## src/rtl/pog_pkg.sv

```systemverilog
// Package pog_pkg
// Holds the types and helpers that the outlier gate modules share.
// Assumes that the phase width is at least 2 bits.
package pog_pkg;
    typedef enum logic [1:0] {
        ST_TRACK = 2'd0,
        ST_AWAIT = 2'd1,
        ST_HOLD  = 2'd2
    } gate_state_e;

    // Magnitude of a 16-bit two's-complement deviation, widened to 17 bits
    // so that 0x8000 maps to 32768.
    function automatic logic [16:0] dev_mag16(input logic [15:0] d);
        logic [16:0] m;
        if (d[15]) m = {1'b0, ~d} + 17'd1;
        else       m = {1'b0, d};
        return m;
    endfunction
endpackage

```

## src/rtl/pog_deviation.sv

```systemverilog
// Module pog_deviation
// Purely combinational. Forms the signed deviation of a reading from the
// reference, modulo 2^PW, and flags it when its magnitude exceeds the limit.
// A magnitude equal to the limit is not flagged.
// Assumes two's-complement deviations, so the most negative value has
// magnitude 2^(PW-1).
module pog_deviation #(
    parameter int PW = 16
) (
    input  logic [PW-1:0] sample,
    input  logic [PW-1:0] ref_val,
    input  logic [PW-1:0] limit,
    output logic [PW-1:0] dev,
    output logic          outlier
);
    localparam int MW = PW + 1;

    logic [MW-1:0] mag;

    // Wrapped difference, its magnitude, and the compare against the limit.
    always_comb begin
        dev = sample - ref_val;
        if (dev[PW-1]) mag = {1'b0, ~dev} + MW'(1);
        else           mag = {1'b0, dev};
        outlier = mag > {1'b0, limit};
    end
endmodule

```

## src/rtl/pog_ctrl.sv

```systemverilog
// Module pog_ctrl
// The discard-and-recheck state machine. It decides, for each cycle, whether
// to forward a reading, request a retry, or adopt the reading as the new
// reference. The supervisor hold and load override the automatic decision,
// with hold taking priority.
// Assumes that outlier is valid whenever rd_valid is high.
module pog_ctrl
    import pog_pkg::*;
(
    input  logic        clk,
    input  logic        rst_n,
    input  logic        rd_valid,
    input  logic        outlier,
    input  logic        ovr_hold,
    input  logic        ovr_load,
    output gate_state_e state,
    output logic        fwd_en,
    output logic        retry_en,
    output logic        adopt_en
);
    gate_state_e nxt;

    // Next-state and action decode.
    always_comb begin
        nxt      = state;
        fwd_en   = 1'b0;
        retry_en = 1'b0;
        adopt_en = 1'b0;
        if (ovr_hold) begin
            nxt = ST_HOLD;
        end else if (ovr_load) begin
            nxt = ST_TRACK;
        end else if (rd_valid) begin
            if (state == ST_AWAIT) begin
                adopt_en = outlier;
                fwd_en   = !outlier;
                nxt      = ST_TRACK;
            end else if (outlier) begin
                retry_en = 1'b1;
                nxt      = ST_AWAIT;
            end else begin
                fwd_en = 1'b1;
                nxt    = ST_TRACK;
            end
        end else if (state == ST_HOLD) begin
            nxt = ST_TRACK;
        end
    end

    // State register with synchronous active-low reset.
    always_ff @(posedge clk) begin
        if (!rst_n) state <= ST_TRACK;
        else        state <= nxt;
    end

    // the waiting state is entered only through a retry request.
    assert_await_via_retry_R4: assert property (@(posedge clk) disable iff (!rst_n)
        (state == ST_AWAIT) |-> ($past(retry_en) || $past(state == ST_AWAIT)));

    // while held, nothing is forwarded, retried or adopted.
    assert_hold_no_action_R8: assert property (@(posedge clk) disable iff (!rst_n)
        (state == ST_HOLD) |-> !$past(fwd_en || retry_en || adopt_en));
endmodule

```

## src/rtl/pog_refstore.sv

```systemverilog
// Module pog_refstore
// Holds the reference phase and the sticky poor-quality flag. A supervisor
// load takes priority over adoption of a confirmed reading. When a set and a
// clear of the flag arrive in the same cycle, the set wins.
// Assumes that adopt_en and ovr_load are never both high, because the
// controller gives the load priority.
module pog_refstore #(
    parameter int PW = 16
) (
    input  logic          clk,
    input  logic          rst_n,
    input  logic          adopt_en,
    input  logic [PW-1:0] sample,
    input  logic          ovr_load,
    input  logic [PW-1:0] ovr_phase,
    input  logic          alarm_clr,
    output logic [PW-1:0] ref_val,
    output logic          alarm
);
    // Reference register.
    always_ff @(posedge clk) begin
        if (!rst_n)        ref_val <= '0;
        else if (ovr_load) ref_val <= ovr_phase;
        else if (adopt_en) ref_val <= sample;
    end

    // Sticky alarm register: a set takes precedence over a clear.
    always_ff @(posedge clk) begin
        if (!rst_n)         alarm <= 1'b0;
        else if (adopt_en)  alarm <= 1'b1;
        else if (alarm_clr) alarm <= 1'b0;
    end

    // the flag falls only after a clear request.
    assert_alarm_sticky_R7: assert property (@(posedge clk) disable iff (!rst_n)
        $fell(alarm) |-> $past(alarm_clr));

    // when the flag rises, the reference holds the confirming sample.
    assert_adopt_loads_ref_R6: assert property (@(posedge clk) disable iff (!rst_n)
        $rose(alarm) |-> (ref_val == $past(sample)));
endmodule

```

## src/rtl/phase_outlier_gate.sv

```systemverilog
// Module phase_outlier_gate (top)
// Gates phase readings before they reach a loop filter. A reading within the
// limit is forwarded. A first outlier is discarded and a re-measurement is
// requested. A confirmed outlier becomes the new reference and raises a
// sticky poor-quality flag.
// Assumes one reading per cycle at most and an active-low synchronous reset.
// The forward and retry outputs are registered: they appear one cycle after
// the reading that caused them.
module phase_outlier_gate
    import pog_pkg::*;
#(
    parameter int PW = 16
) (
    input  logic          clk,
    input  logic          rst_n,
    input  logic          rd_valid,
    input  logic [PW-1:0] rd_phase,
    input  logic [PW-1:0] limit,
    input  logic          ovr_hold,
    input  logic          ovr_load,
    input  logic [PW-1:0] ovr_phase,
    input  logic          alarm_clr,
    output logic          fwd_valid,
    output logic [PW-1:0] fwd_dev,
    output logic          retry_req,
    output logic [PW-1:0] ref_phase,
    output logic          poor_quality
);
    logic [PW-1:0] dev;
    logic          outlier;
    logic          fwd_en, retry_en, adopt_en;
    gate_state_e   state;

    pog_deviation #(.PW(PW)) u_dev (
        .sample (rd_phase),
        .ref_val(ref_phase),
        .limit  (limit),
        .dev    (dev),
        .outlier(outlier)
    );

    pog_ctrl u_ctrl (
        .clk     (clk),
        .rst_n   (rst_n),
        .rd_valid(rd_valid),
        .outlier (outlier),
        .ovr_hold(ovr_hold),
        .ovr_load(ovr_load),
        .state   (state),
        .fwd_en  (fwd_en),
        .retry_en(retry_en),
        .adopt_en(adopt_en)
    );

    pog_refstore #(.PW(PW)) u_ref (
        .clk      (clk),
        .rst_n    (rst_n),
        .adopt_en (adopt_en),
        .sample   (rd_phase),
        .ovr_load (ovr_load),
        .ovr_phase(ovr_phase),
        .alarm_clr(alarm_clr),
        .ref_val  (ref_phase),
        .alarm    (poor_quality)
    );

    // Output registers for the forward strobe, the deviation and the retry.
    always_ff @(posedge clk) begin
        if (!rst_n) begin
            fwd_valid <= 1'b0;
            fwd_dev   <= '0;
            retry_req <= 1'b0;
        end else begin
            fwd_valid <= fwd_en;
            fwd_dev   <= fwd_en ? dev : '0;
            retry_req <= retry_en;
        end
    end

    // a forwarded deviation never exceeds the limit that applied to it.
    assert_fwd_within_limit_R2: assert property (@(posedge clk) disable iff (!rst_n)
        fwd_valid |-> (dev_mag16(16'(fwd_dev)) <= {1'b0, 16'($past(limit))}));

    // a retry request lasts exactly one cycle.
    assert_retry_one_cycle_R4: assert property (@(posedge clk) disable iff (!rst_n)
        retry_req |=> !retry_req);

    // a held cycle produces neither a forward nor a retry.
    assert_hold_quiet_R8: assert property (@(posedge clk) disable iff (!rst_n)
        $past(ovr_hold) |-> (!fwd_valid && !retry_req));

    // with no reading and no load, the reference stays put.
    assert_ref_stable_R6: assert property (@(posedge clk) disable iff (!rst_n)
        (!$past(ovr_load) && !$past(rd_valid)) |-> $stable(ref_phase));
endmodule

```

## config.mk

```make
export PLATFORM = sky130hd
export DESIGN_NAME = phase_outlier_gate
export DESIGN_NICKNAME = d
export VERILOG_FILES = /design/src/rtl/pog_pkg.sv /design/src/rtl/pog_deviation.sv /design/src/rtl/pog_ctrl.sv /design/src/rtl/pog_refstore.sv /design/src/rtl/phase_outlier_gate.sv
export SDC_FILE = /design/constraint.sdc
export NUM_CORES = 1
export LEC_CHECK = 0
export BUFFER_PORTS_ARGS = -buffer_cell sky130_fd_sc_hd__buf_2
export CAP_MARGIN = 0
export CELL_PAD_IN_SITES_DETAIL_PLACEMENT = 0
export CELL_PAD_IN_SITES_GLOBAL_PLACEMENT = 1
export CORE_AREA = 2 2 89 91
export DETAILED_ROUTE_END_ITERATION = 8
export DIE_AREA = 0 0 91 93
export GPL_ROUTABILITY_DRIVEN = 1
export GPL_TIMING_DRIVEN = 0
export PLACE_DENSITY = 0.95
export SYNTH_ARGS = -nofsm -noshare
export SYNTH_HDL_FRONTEND = slang
export SYNTH_SLANG_ARGS = --single-unit
```

## constraint.sdc

```tcl
create_clock -name clk -period 9.19 [get_ports clk]
set_clock_uncertainty 0.1 [all_clocks]
set_input_delay 1.838 -clock clk [delete_from_list [all_inputs] [get_ports clk]]
set_output_delay 1.838 -clock clk [all_outputs]
set_load 0.01 [all_outputs]
```

==> results of run 1 <==
-- how the worst min path moves through the flow --
| stage | slack [ns] | startpoint | cells past startpoint | endpoint |
|---|---|---|---|---|
| 6_report | 0.38 | u_ref.alarm$_SDFFE_PN0P_ | 2 | u_ref.alarm$_SDFFE_PN0P_ |
| 5_1_grt | 0.41 | u_ref.alarm$_SDFFE_PN0P_ | 2 | u_ref.alarm$_SDFFE_PN0P_ |
| 4_1_cts | 0.38 | u_ref.alarm$_SDFFE_PN0P_ | 2 | u_ref.alarm$_SDFFE_PN0P_ |
| 3_5_place_dp | 0.37 | u_ref.alarm$_SDFFE_PN0P_ | 2 | u_ref.alarm$_SDFFE_PN0P_ |
| 3_3_place_gp | 0.36 | u_ref.alarm$_SDFFE_PN0P_ | 2 | u_ref.alarm$_SDFFE_PN0P_ |
| 2_1_floorplan | 0.40 | u_ref.alarm$_SDFFE_PN0P_ | 2 | u_ref.alarm$_SDFFE_PN0P_ |
-- layout by cell type, fill, tap and decap left out, drive strengths merged, types with 8 or more instances in the layout --
cell,count
inv,38
a311oi,14
o21ai,30
nand3,8
xnor2,15
buf,93
a21o,11
dfxtp,37
clkbuf,18
o21a,8
a21oi,9
nand2,17
nor3,26
xor2,11
nor2,23
ha,32
-- area by class of cell --
type                            count  area [um^2]
Buffer                             17         88.8
Multi-Input combinational cell    277         2020
Timing Repair Buffer               88          440
Fill cell                         804         3860
Tap cell                          102          128
Clock inverter                      1         5.00
Clock buffer                        7         96.3
Inverter                           38          143
Sequential cell                    37          741
-- cells by family (layout without fill, tap and decap cells) --
logic type,Yosys count,after routing,share of synthesized area
and+or+nand+nor,113,113,0.207
AOI/OAI and AO/OA,104,104,0.249
buffers and inverters,55,151,0.0773
DFF,37,37,0.247
adders and majority gates,33,33,0.140
xor gates and xnor gates,26,26,0.0760
muxes,1,1,0.00334
-- metal layers --
metal | track usage | wire length [um] | vias up
li1 | - | - | 1531
met1 | 0.250 | 3830 | 1310
met2 | 0.301 | 3520 | 90
met3 | 0.0306 | 439 | 10
met4 | 0.0505 | 104 | 0
met5 | 0 | 0 | -
-- critical path, stage by stage --
cell and delay (ns):
buf_2 0.09, inv_1 0.04, ha_1 0.25, fa_1 0.43, xor2_1 0.35, nand2_1 0.11
inv_1 0.07, o221ai_1 0.11, or4_4 0.56, or2_4 0.26, o21ai_1 0.17, xor2_1 0.16
ha_1 0.26, a21o_1 0.18, a21o_1 0.17, a21oi_1 0.15, o21ai_0 0.18, o2111ai_1 0.69
or2_2 0.22, clkbuf_1 0.30, buf_2 0.30, a311oi_1 0.12
-- state kept, by name, summed over array words and instances, names as in the netlist --
signal         flops
retry_req          1
fwd_dev           16
u_ctrl.state       2
u_ref.ref_val     16
u_ref.alarm        1
fwd_valid          1
-- power by group --
group,internal (mW),switching [mW]
registers,0.169,0.00373
logic,0.119,0.167
clock network,0.0678,0.0597
total,0.355,0.230
==> metrics, run 1 <==
status=finished, final reports clean; TritonCTS clock tree=done; Mapped Avg Cell Area=8.12 um^2; Rows=32; hold buffers post-CTS=0; post-synth top area cell=dfxtp_1; remaining antenna violation count=0; Relative slew margins=0.472; Crit Reg-Reg Endpoint=u_ref.ref_val[13]$_SDFFE_PN0P_; Inst Count DP=559; Worst setup endpoint=u_ref.ref_val[13]$_SDFFE_PN0P_; final worst path period need=6.97 ns; clk slew on worst S/H paths=0.08 ns; Mapped Cells=369; post-place setup slack=1.94 ns; Final Non-Filler Cells=567; top_reg_cell synth=dfxtp_1; share of the synthesized area in the top cell type=0.247; worst setup margin=2.22 ns; CP arrival=7.03 ns; Post-Route WL=7890 um; layout cells sized above 1=0.256; Clock Sinks=37; Die W=91 um; Die Area=8460 um^2; number of gates resized after CTS=0; synth warn=0; period utilization=0.758; post-route cell area=3660 um^2; Worst EP required=9.25 ns; Hold Crit Class=flop to flop; Power Total=0.586 mW; DPL Wire Length=6500 um; max cap viols=0; Placed Instance Area=3560 um^2; #FFs+latches synth=37; die height=93 um; vias=2941; post-synthesis sequential area ratio=0.247; core area=7530 um^2; Post-CTS Setup Bufs=0; Fin. Hold Viols=0; Worst R2R Path Depth=20; fmax=0.144 GHz; violation count after the first detailed-routing iteration=89; register-to-register setup slack=3.56 ns; Pleak=1.80 nW; area delta synth->final=22.3%; Buffers on Ports=88; first-pass GRT wire length=12800 um; post-synthesis cell type count=64; syn nets=456; PwrDens=160 nW/um^2; Critical Path Source=rd_phase[0]; synth cell count leaders=38 x inv_1, 37 x dfxtp_1, 32 x ha_1; Inserted Diodes=0; reg2reg start=u_ref.ref_val[0]$_SDFFE_PN0P_; initial antenna violation count=0; Via density=5.19; clock latency on the worst-skew pair=0.30 ns; First-pass DRT Iterations=4; CTS Buffer Depth=2; number of global-route vias before repair=2821; final setup fails=0; pin count of the biggest net entering global routing=12; most frequent cell after synthesis=inv_1; worst-margin pin slew=0.790 ns; Post-Syn Area=3000 um^2; H-Tree Level Count=2; GRT Util Overall=0.184; DR WL/cell=13.9 um; Hold Worst Slack=0.380 ns; worst-path maximum fanout=10; RSZ-0062 raised after global routing=false; Congestion Overflow GR=0; Final Net Count=551; root buffer cell=clkbuf_8; number of synthesized flops with an enable pin=0; maximum vdd drop=0.0578 mV; ranking of synthesized cells by area=dfxtp_1 25%, ha_1 13%, inv_1 4.8%; GPL Wtd Cong=0.814; critical path type=primary input to flop; Fin Setup TNS=0 ns; Starting Density=0.398; Worst setup EP type=flop; Residual DRC=0; Num CTS Buffers=5; Final Max Slew Viols=0; Setup crit start kind=primary input; final core occ=0.487; Ports=89; Post-synth ARST share=0
Power figures use the tool's default switching activity.
==> run 2, diff against run 1 <==
--- a/config.mk
+++ b/config.mk
@@ -9,12 +9,12 @@
 export CAP_MARGIN = 0
 export CELL_PAD_IN_SITES_DETAIL_PLACEMENT = 0
 export CELL_PAD_IN_SITES_GLOBAL_PLACEMENT = 1
-export CORE_AREA = 2 2 89 91
+export CORE_AREA = 2 2 97 99
 export DETAILED_ROUTE_END_ITERATION = 8
-export DIE_AREA = 0 0 91 93
+export DIE_AREA = 0 0 99 101
 export GPL_ROUTABILITY_DRIVEN = 1
 export GPL_TIMING_DRIVEN = 0
-export PLACE_DENSITY = 0.95
+export PLACE_DENSITY = 0.86
 export SYNTH_ARGS = -nofsm -noshare
 export SYNTH_HDL_FRONTEND = slang
 export SYNTH_SLANG_ARGS = --single-unit
==> constraint.sdc (replaced) <==
create_clock -name clk -period 5.65 [get_ports clk]
set_clock_uncertainty 0.1 [all_clocks]
set_input_delay 1.13 -clock clk [delete_from_list [all_inputs] [get_ports clk]]
set_output_delay 1.13 -clock clk [all_outputs]
set_load 0.01 [all_outputs]
==> run 2 against run 1 <==
  * First-iteration DRC count rose by 27%
  * Wire length up 13%
  * Worst setup slack worse by 2.1 ns
  * Die area increased by 18%
  * Global-route usage is 0.99 points lower
  * Largest cell class unchanged
==> metrics, run 2 (synthesis results as in run 1) <==
Fin. Hold Viols=0 (unchanged); Residual DRC=0 (unchanged); final setup fails=0 (unchanged); vias=3051 (was 2941); Via density=5.23 (was 5.19); pin count of the biggest net entering global routing=11 (was 12); Hold Crit Class=flop to flop (unchanged); Die W=99 um (was 91 um); Final Net Count=559 (was 551); Relative slew margins=0.686 (was 0.472); core area=8980 um^2 (was 7530 um^2); Buffers on Ports=88 (unchanged); Final Max Slew Viols=0 (unchanged); Num CTS Buffers=5 (unchanged); First-pass DRT Iterations=6 (was 4); clock latency on the worst-skew pair=0.29 ns (was 0.30 ns); commonest non-fill, non-tap cell in the layout=buf_2 (unchanged); worst-margin pin slew=0.458 ns (was 0.790 ns); max cap viols=0 (unchanged); Setup crit start kind=primary input (unchanged); GRT Util Overall=0.174 (was 0.184); Starting Density=0.334 (was 0.398); layout cells sized above 1=0.305 (was 0.256); root buffer cell=clkbuf_8 (unchanged); Inserted Diodes=0 (unchanged); number of global-route vias before repair=3009 (was 2821); Fin Setup TNS=0 ns (unchanged); Die Area=10000 um^2 (was 8460 um^2); register-to-register setup slack=0.81 ns (was 3.56 ns); post-place setup slack=-1.02 ns (was 1.94 ns); maximum vdd drop=0.0915 mV (was 0.0578 mV); final core occ=0.429 (was 0.487); DR WL/cell=15.3 um (was 13.9 um); CTS Buffer Depth=2 (unchanged); Congestion Overflow GR=0 (unchanged); most frequent cells in the layout=91 x buf_2, 38 x inv_1, 37 x dfxtp_1, 30 x ha_1, 26 x o21ai_0 (was 91 x buf_2, 38 x inv_1, 37 x dfxtp_1, 32 x ha_1, 27 x o21ai_0); Placed Instance Area=3580 um^2 (was 3560 um^2); post-route cell area=3850 um^2 (was 3660 um^2); initial antenna violation count=0 (unchanged); Largest regs=fwd_dev (16), u_ref.ref_val (16), u_ctrl.state (2) (unchanged); Ports=89 (unchanged); violation count after the first detailed-routing iteration=113 (was 89); Worst setup EP type=flop (unchanged); period utilization=0.971; final worst path period need=5.49 ns; H-Tree Level Count=2 (unchanged); Rows=35 (was 32); fmax=0.182 GHz; Pleak=1.86 nW (was 1.80 nW); clk slew on worst S/H paths=0.07 ns (was 0.08 ns); Clock Sinks=37 (unchanged); CP arrival=5.58 ns (was 7.03 ns); worst-path maximum fanout=7 (was 10); Post-Route WL=8900 um (was 7890 um); remaining antenna violation count=0 (unchanged); PwrDens=265 nW/um^2 (was 160 nW/um^2); hold buffers post-CTS=0 (unchanged); critical path type=primary input to flop (unchanged); first-pass GRT wire length=14000 um (was 12800 um); TritonCTS clock tree=done (unchanged); worst setup margin=0.162 ns (was 2.22 ns); DPL Wire Length=6950 um (was 6500 um); Hold Worst Slack=0.379 ns (was 0.380 ns); status=finished, final reports clean (unchanged); die height=101 um (was 93 um); Worst EP required=5.74 ns (was 9.25 ns); GPL Wtd Cong=0.828 (was 0.814); area delta synth->final=28.5% (was 22.3%)
==> run 2: final cells by class <==
class                           count  area, um^2
Buffer                             14         103
Fill cell                         938        5130
Clock buffer                        7        86.3
Inverter                           38         143
Tap cell                          111         139
Sequential cell                    37         741
Multi-Input combinational cell    277        2110
Timing Repair Buffer               99         524
==> run 2: through the flow <==
stage | cells | power [mW]
after global placement | 568 | 0.735
after floorplan | 369 | 0.627
after CTS | 576 | 0.997
after global routing | 583 | 1.10
final | 583 | 1.02
after detailed placement | 568 | 0.756
==> run 2: report_power, final <==
| group | switching (mW) | internal, mW | total [mW] |
|---|---|---|---|
| Combinational | 0.309 | 0.237 | 0.546 |
| Sequential | 0.00622 | 0.274 | 0.280 |
| Clock | 0.0961 | 0.0970 | 0.193 |
| Total | 0.411 | 0.608 | 1.02 |
==> run 2: path summary, 6_finish.rpt <==
path | startpoint | to | cells past startpoint
worst min register to register | u_ref.alarm$_SDFFE_PN0P_ | u_ref.alarm$_SDFFE_PN0P_ | 2
worst max register to register | u_ref.ref_val[0]$_SDFFE_PN0P_ | u_ref.ref_val[8]$_SDFFE_PN0P_ | 19
worst min-delay path | u_ref.alarm$_SDFFE_PN0P_ | u_ref.alarm$_SDFFE_PN0P_ | 2
worst max-delay path | rd_phase[0] | u_ref.ref_val[8]$_SDFFE_PN0P_ | 21
==> run 2: layer usage <==
layer	part of all wire	global-route usage	up-vias
met1	0.47	0.230	1422
met3	0.058	0.0284	10
met4	0.013	0.0432	0
met5	0	0	-
met2	0.46	0.295	86
li1	-	-	1533
==> run 2: worst max-delay path, stage by stage <==
cell and delay (ns):
buf_2 0.10, inv_1 0.04, ha_2 0.21, fa_2 0.45
nor2b_4 0.15, o21a_1 0.16, o21a_2 0.15, o221ai_1 0.15
or4_4 0.57, or2_4 0.27, o21ai_2 0.18, xor2_1 0.18
ha_1 0.27, a21o_1 0.19, a21o_1 0.18, a21oi_2 0.17
o21ai_4 0.12, o2111ai_4 0.36, buf_2 0.24, nor3_1 0.06
a311oi_1 0.25
==> run 2: timing repair <==
action,in CTS,in global routing
pin swaps,2,7
setup endpoints to repair,36,36
gates resized for setup,16,18
gates cloned,0,2
setup buffers,2,7
endpoints found under the hold margin,0,0
==> run 3, diff against run 2 <==
--- a/config.mk
+++ b/config.mk
@@ -15,6 +15,7 @@
 export GPL_ROUTABILITY_DRIVEN = 1
 export GPL_TIMING_DRIVEN = 0
 export PLACE_DENSITY = 0.86
+export SETUP_SLACK_MARGIN = 0.4
 export SYNTH_ARGS = -nofsm -noshare
 export SYNTH_HDL_FRONTEND = slang
 export SYNTH_SLANG_ARGS = --single-unit
==> run 3 against run 2 <==
  * Critical path depth rose by 1
  * Non-clock buffer count rose by 14
  * Largest cell class unchanged
  * Sequential share of layout area fell by 1.4 points
  * Cell area rose by 8.0%
  * Worst setup slack improved by 0.22 ns
  * Core utilization rose by 3.4 points
  * Wire length rose by 2.6%
  * Clock power rose by 9.8%
  * Total power rose by 11%
  * Largest power group unchanged
  * Highest routed layer unchanged
  * Worst hold slack improved by 0.0036 ns
  * Flip-flop and latch count did not move
  * Die area did not move
==> metrics, run 3 (synthesis results as in run 1) <==
Final Non-Filler Cells=598 (was 583); DR WL/cell=15.3 um (about the same); vias=3110 (was 3051); Final Max Slew Viols=0 (unchanged); maximum vdd drop=0.131 mV (was 0.0915 mV); Ports=89 (unchanged); worst-path maximum fanout=8 (was 7); Inst Count DP=568 (unchanged); commonest non-fill, non-tap cell in the layout=buf_2 (unchanged); Pleak=1.99 nW (was 1.86 nW); initial antenna violation count=0 (unchanged); Residual DRC=0 (unchanged); Hold Path Origin=u_ref.alarm$_SDFFE_PN0P_ (unchanged); Crit path max-delay family=compound AO/OA/AOI/OAI gates (unchanged); die height=101 um (unchanged); status=finished, final reports clean (unchanged); critical path type=primary input to flop (unchanged); Setup crit start kind=primary input (unchanged); first-pass GRT wire length=13700 um (was 14000 um); Hold Crit Class=flop to flop (unchanged); final worst path period need=5.27 ns (was 5.49 ns); clock latency on the worst-skew pair=0.30 ns (was 0.29 ns); Clock Sinks=37 (unchanged); Relative slew margins=0.612 (was 0.686); Fin Setup TNS=0 ns (unchanged); Fin. Hold Viols=0 (unchanged); CP cell instances=buf_2 > ha_1 > buf_6 > a21o_4 > nor3_4 > a21oi_2 > xor2_2 > or4_4 > or2_4 > o21ai_2 > xor2_1 > ha_1 > a21o_1 > a21o_1 > a21oi_2 > o21ai_4 > a211oi_4 > buf_6 > or2_4 > buf_8 > clkbuf_16 > a311oi_2 (was buf_2 > inv_1 > ha_2 > fa_2 > nor2b_4 > o21a_1 > o21a_2 > o221ai_1 > or4_4 > or2_4 > o21ai_2 > xor2_1 > ha_1 > a21o_1 > a21o_1 > a21oi_2 > o21ai_4 > o2111ai_4 > buf_2 > nor3_1 > a311oi_1); root buffer cell=clkbuf_8 (unchanged); Inserted Diodes=0 (unchanged); clk slew on worst S/H paths=0.08 ns (was 0.07 ns); layout cells sized above 1=0.361 (was 0.305); final setup fails=0 (unchanged); GRT Util Overall=0.169 (was 0.174); area delta synth->final=38.8% (was 28.5%); Rows=35 (unchanged); worst-margin pin slew=0.582 ns (was 0.458 ns); fmax=0.190 GHz (was 0.182 GHz); GPL Wtd Cong=0.819 (was 0.828); RSZ-0062 raised after global routing=true; Congestion Overflow GR=0 (unchanged); H-Tree Level Count=2 (unchanged); Critical Path Source=rd_phase[3] (was rd_phase[0]); Via density=5.20 (was 5.23); TritonCTS clock tree=done (unchanged); pin count of the biggest net entering global routing=12 (was 11); CP arrival=5.32 ns (was 5.58 ns); reg2reg start=u_ref.ref_val[3]$_SDFFE_PN0P_ (was u_ref.ref_val[0]$_SDFFE_PN0P_); Starting Density=0.334 (unchanged); max cap viols=0 (unchanged); Die W=99 um (unchanged); Buffers on Ports=88 (unchanged); Final Net Count=573 (was 559); core area=8980 um^2 (unchanged); Die Area=10000 um^2 (unchanged); Post-Route WL=9130 um (was 8900 um); Crit-path slowest cell=or4_4 (unchanged); hold buffers post-CTS=0 (unchanged); buffer and inverter count on the worst path=5 (was 3); DPL Wire Length=6960 um (was 6950 um); most frequent cells in the layout=89 x buf_2, 37 x inv_1, 37 x dfxtp_1, 30 x ha_1, 25 x o21ai_0 (was 91 x buf_2, 38 x inv_1, 37 x dfxtp_1, 30 x ha_1, 26 x o21ai_0); Worst path max stage delay=0.53 ns (was 0.57 ns); Num CTS Buffers=5 (unchanged); Worst setup EP type=flop (unchanged); Largest regs=fwd_dev (16), u_ref.ref_val (16), u_ctrl.state (2) (unchanged); remaining antenna violation count=0 (unchanged); period utilization=0.932 (was 0.971); First-pass DRT Iterations=4 (was 6); CTS Buffer Depth=2 (unchanged); Worst EP required=5.70 ns (was 5.74 ns); PwrDens=272 nW/um^2 (was 265 nW/um^2); number of global-route vias before repair=2988 (was 3009); violation count after the first detailed-routing iteration=129 (was 113)
-- run 3: cell count changes in the layout (fill, tap and decap cells not counted), sizes merged --
cell	delta
buf	+10
clkbuf	+5
clkdlybuf4s15	-1
clkinv	+1
-- run 3: metrics by stage --
stage / instance area, um^2 / hold WS (ns) / power [mW] / util / setup slack (ns)
final: 4160 / 0.383 / 1.13 / 0.463 / 0.384
after global routing: 4160 / 0.419 / 1.20 / 0.463 / 0.254
after CTS: 3890 / 0.388 / 1.05 / 0.434 / 0.410
after detailed placement: 3640 / 0.373 / 0.775 / 0.405 / -0.470
after global placement: 3640 / 0.365 / 0.754 / 0.405 / -0.371
after floorplan: 3060 / 0.400 / 0.646 / - / 0.402
-- run 3: where the power goes --
group	switching (mW)	internal, mW	total, mW
combinational	0.331	0.308	0.639
clock	0.101	0.110	0.212
sequential	0.00628	0.274	0.280
total	0.438	0.692	1.13
-- run 3: metal layers --
| layer | up-vias | wire length, um | global-route usage |
|---|---|---|---|
| met5 | - | 0 | 0 |
| met4 | 0 | 112 | 0.0474 |
| met3 | 11 | 502 | 0.0368 |
| met2 | 82 | 4340 | 0.289 |
| met1 | 1446 | 4170 | 0.216 |
| li1 | 1571 | - | - |
-- run 3: final timing paths --
| kind | depth (start not counted) | end | slack [ns] |
|---|---|---|---|
| worst max-delay path | 22 | u_ref.ref_val[8]$_SDFFE_PN0P_ | 0.38 |
| worst min register to register | 2 | u_ref.alarm$_SDFFE_PN0P_ | 0.38 |
| worst max register to register | 22 | u_ref.ref_val[8]$_SDFFE_PN0P_ | 0.95 |
| worst min-delay path | 2 | u_ref.alarm$_SDFFE_PN0P_ | 0.38 |
-- run 3: area by class of cell --
type                            count  area [um^2]
Tap cell                          111          139
Timing Repair Buffer              110          669
Fill cell                         879         4820
Sequential cell                    37          741
Inverter                           38          145
Multi-Input combinational cell    277         2220
Buffer                             17          138
Clock buffer                        7         96.3
Clock inverter                      1         5.00
-- run 3: timing repair --
item | CTS | global route
resized for setup | 20 | 30
endpoints found under the setup margin | 36 | 30
cloned | 0 | 4
pin swaps | 10 | 19
setup buffers | 9 | 9
-- run 3: worst register-to-register path, delay by kind of cell (launching register included) --
kind,cells,cell delay [ns]
buffers and inverters,5,0.63
DFF,1,0.34
xor gates and xnor gates,2,0.35
adders and majority gates,2,0.55
and+or+nand+nor,4,1.18
AOI/OAI and AO/OA,9,1.42
